**src/rtl/clock_core_pkg.sv**
```systemverilog
package clock_core_pkg;
  // Per-tick advance requests from control to datapath
  typedef struct packed {
    logic secStep;
    logic minStep;
    logic hourStep;
  } stepStrobes_t;
endpackage

```
**src/rtl/clock_bcd_field.sv**
```systemverilog
module clock_bcd_field #(
  parameter int MODULUS = 60
) (
  input  logic       clk,
  input  logic       rstN,
  input  logic       step,
  output logic [3:0] tensDigit,
  output logic [3:0] unitsDigit,
  output logic       atLast,
  output logic       atZero
);
  localparam logic [3:0] LAST_TENS  = 4'((MODULUS - 1) / 10);
  localparam logic [3:0] LAST_UNITS = 4'((MODULUS - 1) % 10);

  logic [3:0] tensQ, unitsQ;

  assign atLast = (tensQ == LAST_TENS) && (unitsQ == LAST_UNITS);
  assign atZero = (tensQ == 4'd0) && (unitsQ == 4'd0);

  always_ff @(posedge clk or negedge rstN) begin
    if (!rstN) begin
      tensQ  <= 4'd0;
      unitsQ <= 4'd0;
    end else if (step) begin
      if (atLast) begin
        tensQ  <= 4'd0;
        unitsQ <= 4'd0;
      end else if (unitsQ == 4'd9) begin
        tensQ  <= tensQ + 4'd1;
        unitsQ <= 4'd0;
      end else begin
        unitsQ <= unitsQ + 4'd1;
      end
    end
  end

  assign tensDigit  = tensQ;
  assign unitsDigit = unitsQ;


  field_wrap_chk: assert property (@(posedge clk) disable iff (!rstN)
    (step && atLast) |=> (tensDigit == 4'd0 && unitsDigit == 4'd0));


  digit_range_chk: assert property (@(posedge clk) disable iff (!rstN)
    (unitsDigit <= 4'd9) && (tensDigit <= LAST_TENS));
endmodule

```
**src/rtl/clock_ctrl.sv**
```systemverilog
module clock_ctrl
  import clock_core_pkg::*;
#(
  parameter int DEBOUNCE_DEPTH = 3
) (
  input  logic         clk,
  input  logic         rstN,
  input  logic         tickEn,
  input  logic         minSetN,
  input  logic         hourSetN,
  input  logic         secLast,
  input  logic         minLast,
  output stepStrobes_t strb
);
  localparam int NUM_KEYS = 2;

  logic [NUM_KEYS-1:0] keyRawN;
  logic [NUM_KEYS-1:0] keyHeld;

  assign keyRawN = {hourSetN, minSetN};

  for (genvar k = 0; k < NUM_KEYS; k++) begin : g_key
    logic [DEBOUNCE_DEPTH-1:0] sampHist;

    always_ff @(posedge clk or negedge rstN) begin
      if (!rstN)       sampHist <= '1;
      else if (tickEn) sampHist <= {sampHist[DEBOUNCE_DEPTH-2:0], keyRawN[k]};
    end

    assign keyHeld[k] = ~&sampHist;


    key_sample_held_chk: assert property (@(posedge clk) disable iff (!rstN)
      (tickEn && !keyRawN[k]) |=> keyHeld[k]);
  end

  logic minHeld, hourHeld;
  assign minHeld  = keyHeld[0];
  assign hourHeld = keyHeld[1];

  always_comb begin
    strb.secStep  = tickEn;
    strb.minStep  = tickEn && (minHeld || secLast);
    strb.hourStep = tickEn && (hourHeld || (!minHeld && secLast && minLast));
  end
endmodule

```
**src/rtl/clock_dp.sv**
```systemverilog
module clock_dp
  import clock_core_pkg::*;
#(
  parameter int CHIME_TICKS = 2,
  parameter int CHIME_HOUR_A = 0,
  parameter int CHIME_HOUR_B = 12
) (
  input  logic         clk,
  input  logic         rstN,
  input  logic         tickEn,
  input  stepStrobes_t strb,
  output logic [3:0]   hourTens,
  output logic [3:0]   hourUnits,
  output logic [3:0]   minTens,
  output logic [3:0]   minUnits,
  output logic [3:0]   secTens,
  output logic [3:0]   secUnits,
  output logic         secLast,
  output logic         minLast,
  output logic         buzzer
);
  localparam int CW = $clog2(CHIME_TICKS + 1);
  localparam logic [3:0] A_TENS  = 4'(CHIME_HOUR_A / 10);
  localparam logic [3:0] A_UNITS = 4'(CHIME_HOUR_A % 10);
  localparam logic [3:0] B_TENS  = 4'(CHIME_HOUR_B / 10);
  localparam logic [3:0] B_UNITS = 4'(CHIME_HOUR_B % 10);

  logic secZero, minZero, hourLast, hourZero;

  clock_bcd_field #(.MODULUS(60)) i_sec (
    .clk(clk), .rstN(rstN), .step(strb.secStep),
    .tensDigit(secTens), .unitsDigit(secUnits), .atLast(secLast), .atZero(secZero));

  clock_bcd_field #(.MODULUS(60)) i_min (
    .clk(clk), .rstN(rstN), .step(strb.minStep),
    .tensDigit(minTens), .unitsDigit(minUnits), .atLast(minLast), .atZero(minZero));

  clock_bcd_field #(.MODULUS(24)) i_hour (
    .clk(clk), .rstN(rstN), .step(strb.hourStep),
    .tensDigit(hourTens), .unitsDigit(hourUnits), .atLast(hourLast), .atZero(hourZero));

  logic atChimeTime;
  assign atChimeTime = secZero && minZero &&
    ((hourTens == A_TENS && hourUnits == A_UNITS) ||
     (hourTens == B_TENS && hourUnits == B_UNITS));

  logic          tickDly;
  logic [CW-1:0] chimeLeft;

  always_ff @(posedge clk or negedge rstN) begin
    if (!rstN) begin
      tickDly   <= 1'b0;
      chimeLeft <= '0;
    end else begin
      tickDly <= tickEn;
      if (tickDly && atChimeTime)
        chimeLeft <= CW'(CHIME_TICKS);
      else if (tickEn && chimeLeft != '0)
        chimeLeft <= chimeLeft - 1'b1;
    end
  end

  assign buzzer = (chimeLeft != '0);


  hold_between_ticks_chk: assert property (@(posedge clk) disable iff (!rstN)
    !tickEn |=> $stable({hourTens, hourUnits, minTens, minUnits, secTens, secUnits}));


  chime_start_chk: assert property (@(posedge clk) disable iff (!rstN)
    $rose(buzzer) |-> atChimeTime);


  chime_hold_chk: assert property (@(posedge clk) disable iff (!rstN)
    (buzzer && !tickEn && !tickDly) |=> buzzer);
endmodule

```
**src/rtl/digital_clock_core.sv**
```systemverilog
module digital_clock_core
  import clock_core_pkg::*;
#(
  parameter int DEBOUNCE_DEPTH = 3,
  parameter int CHIME_TICKS = 2
) (
  input  logic       clk,
  input  logic       rstN,
  input  logic       tickEn,
  input  logic       minSetN,
  input  logic       hourSetN,
  output logic [3:0] hourTens,
  output logic [3:0] hourUnits,
  output logic [3:0] minTens,
  output logic [3:0] minUnits,
  output logic [3:0] secTens,
  output logic [3:0] secUnits,
  output logic       buzzer
);
  stepStrobes_t strb;
  logic secLast, minLast;

  clock_ctrl #(.DEBOUNCE_DEPTH(DEBOUNCE_DEPTH)) i_ctrl (
    .clk(clk), .rstN(rstN), .tickEn(tickEn),
    .minSetN(minSetN), .hourSetN(hourSetN),
    .secLast(secLast), .minLast(minLast), .strb(strb));

  clock_dp #(.CHIME_TICKS(CHIME_TICKS), .CHIME_HOUR_A(0), .CHIME_HOUR_B(12)) i_dp (
    .clk(clk), .rstN(rstN), .tickEn(tickEn), .strb(strb),
    .hourTens(hourTens), .hourUnits(hourUnits),
    .minTens(minTens), .minUnits(minUnits),
    .secTens(secTens), .secUnits(secUnits),
    .secLast(secLast), .minLast(minLast), .buzzer(buzzer));
endmodule

```
**config.mk**
```make
export PLATFORM = sky130hd
export DESIGN_NAME = digital_clock_core
export DESIGN_NICKNAME = d
export VERILOG_FILES = /design/src/rtl/clock_core_pkg.sv /design/src/rtl/clock_bcd_field.sv /design/src/rtl/clock_ctrl.sv /design/src/rtl/clock_dp.sv /design/src/rtl/digital_clock_core.sv
export SDC_FILE = /design/constraint.sdc
export NUM_CORES = 1
export LEC_CHECK = 0
export BUFFER_PORTS_ARGS = -buffer_cell sky130_fd_sc_hd__buf_2
export CORE_AREA = 2 2 103 55
export DETAILED_ROUTE_END_ITERATION = 16
export DIE_AREA = 0 0 105 57
export PLACE_DENSITY = 0.66
export SLEW_MARGIN = 20
export SYNTH_ARGS = -nofsm -noshare
export SYNTH_HDL_FRONTEND = slang
export SYNTH_SLANG_ARGS = --single-unit
```
**constraint.sdc**
```tcl
create_clock -name clk -period 2.54 [get_ports clk]
set_clock_uncertainty 0.2 [all_clocks]
set_input_delay 0.254 -clock clk [delete_from_list [all_inputs] [get_ports clk]]
set_output_delay 0.254 -clock clk [all_outputs]
set_load 0.05 [all_outputs]
```
==> flow_summary.yaml <==
status:
  outcome: "finished, final reports clean"
clock_tree:
  cts-root-buf: "clkbuf_8"
  hold_buffers: 1
  post-cts-setup-buffers: 0
  cts_tree: "built"
  ctsResizeCount: 0
  cts_buffers: 5
  clk_pin_slew_ns: 0.07
  cts-htree-levels: 2
  clock_latency_ns: 0.28
  clockBufferDepth: 2
  numClockSinks: 33
logic_synthesis:
  syn_nets: 207
  synth_cells: 185
  ys.flop_type: "dfrtp_1"
  synth_seq_cells: 33
  yosysTopAreaCell: "dfrtp_1"
  synth-edff-count: 0
  synthDistinctLibCells: 39
  synth_area_um2: 1860
  ys_warn_count: 0
  seq_area_frac_synth: 0.447
  synth_top_area_share: 0.362
  avgSynthCellArea_um2: 10.1
  async_flop_share: 1.00
  yosys-top-cells-area: "dfrtp_1 (36%), ha_1 (11%), dfstp_2 (8.5%)"
layout:
  regArea_um2: 835
  num-nets-final: 244
  final_cell_area_um2: 2230
  fillerInstances: 519
  stdcell_count: 296
  drive_above_1_share: 0.278
  multi_input_area_um2: 937
  insertedDiodeCount: 0
  syn_to_final_growth_pct: 19.7
  post-route-util: 0.431
power:
  power.total_mw: 3.09
  leakage_nw: 1.08
  peakVddDrop_mv: 0.446
  p_per_area_nw_per_um2: 1380
floorplan:
  die_x_um: 105
  dieHeight_um: 57
  start_util: 0.360
  die_area_um2: 5990
  num_rows: 19
  io_pins: 30
  core_area_um2: 5180
critical_path:
  path_class: "reg -> reg"
  cpPeakStageDelay_ns: 0.42
  path_max_fanout: 12
  endpoint_kind: "flip-flop"
  critPathLaunchType: "flip-flop"
  worstPathRequired_ns: 2.51
  worstPathCellList: "inv_1 -> ha_1 -> and4b_1 -> nand2_2 -> o41ai_4 -> buf_4 -> nand2_1 -> mux2_1"
  slowest_stage: "dfrtp_1"
  worstPathArrival_ns: 2.33
drt:
  vias_per_cell: 4.73
  drt_first_pass_iters: 4
  drcViolationCount: 0
  wirelength_um: 3880
  drt_iter0_drc: 92
  ant_nets: 0
  num_vias: 1399
  wire_per_inst_um: 13.1
sta:
  holdWs_ns: 0.00665
  maxSlewHeadroom: 0.511
  worstMarginPinSlew_ns: 0.733
  finalCriticalPeriod_ns: 2.36
  rsz0062_at_grt: "false"
  tns_ns: 0
  setup_ws_ns: 0.177
  setup_viol: 0
  slew_viol_final: 0
  hold_viol: 0
  max_freq_mhz: 423
  timing.final.crit_share: 0.930
place:
  preCtsSetupSlack_ns: 0.191
  dpl.hpwl_um: 2920
  place.gp.congestion: 0.794
  place_area_um2: 2110
  io_buffers: 29
  place_inst: 287
global_route:
  grt_antenna_before_repair: 0
  grt_pass1_wl_um: 6730
  grt_start_max_net_pins: 34
  gr-total-overflow: 0
  grt_pass1_vias: 1288
  grt_usage: 0.145
worst_hold_path:
  hold_class: "in -> reg"
run:
  drv_cap: 0
==> worst max-delay path: cells and delay by family (launching register included) <==
| kind | cells | cell delay, ns |
|---|---|---|
| AOI/OAI and AO/OA | 1 | 0.33 |
| adders and majority gates | 1 | 0.18 |
| buffers and inverters | 2 | 0.32 |
| DFF | 1 | 0.42 |
| muxes | 1 | 0.31 |
| and+or+nand+nor | 3 | 0.48 |
==> area by class of cell <==
cell class,instances,area share
clock buffers,7,0.0387
well taps,73,0.0409
inverters,16,0.0269
flip-flops and latches,33,0.374
repair buffers,35,0.0863
multi-input cells,131,0.420
clock inverters,1,0.0135
==> sequential cells by signal, indices dropped and copies added, names as in the netlist <==
signal,flops
i_dp.i_hour.tensDigit,4
i_dp.i_hour.unitsDigit,4
i_ctrl.g_key.sampHist,6
i_dp.i_sec.unitsDigit,4
i_dp.i_min.unitsDigit,4
i_dp.tickDly,1
i_dp.i_sec.tensDigit,4
i_dp.chimeLeft,2
i_dp.i_min.tensDigit,4
==> kinds of logic (layout without fill, tap and decap cells) <==
kind of cell    count (synthesis)  after routing  share of synthesized area
buf+inv                        21             59                     0.0503
fa+ha+maj                      17             17                      0.114
simple gates                   66             66                      0.178
flops                          33             33                      0.447
compound gates                 32             32                      0.121
xor+xnor                        5              5                     0.0235
mux                            11             11                     0.0658
==> cell usage in the layout (no fill, tap or decap), types with 2 or more instances in the layout <==
| cell type | instances |
|---|---|
| ha_1 | 17 |
| nor2_1 | 13 |
| xor2_1 | 2 |
| a31oi_1 | 2 |
| and3b_1 | 2 |
| nand2_1 | 20 |
| buf_4 | 5 |
| o21ai_0 | 15 |
| a21oi_1 | 4 |
| dfstp_2 | 6 |
| dfrtp_1 | 26 |
| clkbuf_8 | 6 |
| xnor2_1 | 3 |
| nor2b_1 | 5 |
| nor3_1 | 2 |
| nor4_1 | 3 |
| a22o_1 | 3 |
| a31o_2 | 2 |
| mux2_2 | 9 |
| nand3_1 | 10 |
| buf_2 | 29 |
| nand2b_1 | 2 |
| inv_1 | 16 |
| nand4b_1 | 2 |
==> synthesized netlist by cell type, types with 3 or more instances <==
| library cell | n |
|---|---|
| a21oi_1 | 4 |
| a22o_1 | 3 |
| dfrtp_1 | 27 |
| dfstp_2 | 6 |
| ha_1 | 17 |
| inv_1 | 16 |
| mux2_2 | 9 |
| nand2_1 | 20 |
| nand3_1 | 10 |
| nor2_1 | 13 |
| nor2b_1 | 5 |
| nor4_1 | 3 |
| o21ai_0 | 15 |
| xnor2_1 | 3 |
==> report_power, final <==
| group | leakage [nW] | internal (mW) | switching [mW] |
|---|---|---|---|
| registers | 0.395 | 0.738 | 0.283 |
| logic | 0.625 | 0.488 | 1.07 |
| clock network | 0.0585 | 0.320 | 0.192 |
==> metal layers <==
layer / track usage / vias up / routed length [µm]
met2: 0.173 / 33 / 1400
met5: 0 / - / 0
met3: 0.0469 / 5 / 193
met1: 0.240 / 648 / 2250
li1: - / 713 / -
met4: 0.0343 / 0 / 33
==> path summary, 6_finish.rpt <==
kind	startpoint	to	slack, ns	cells past startpoint
worst max-delay path	i_dp.i_sec.unitsDigit[1]	i_dp.i_hour.unitsDigit[1]	0.18	8
worst min-delay path	hourSetN	i_ctrl.g_key[1].sampHist[0]	0.007	2
worst max register to register	i_dp.i_sec.unitsDigit[1]	i_dp.i_hour.unitsDigit[1]	0.18	8
worst min register to register	i_dp.chimeLeft[1]	i_dp.chimeLeft[1]	0.35	2
max in group asynchronous	rstN	i_dp.i_sec.unitsDigit[0]	1.25	2
min in group asynchronous	rstN	i_dp.i_min.tensDigit[1]	0.36	2
No activity file was read; power rests on OpenSTA's default activity.
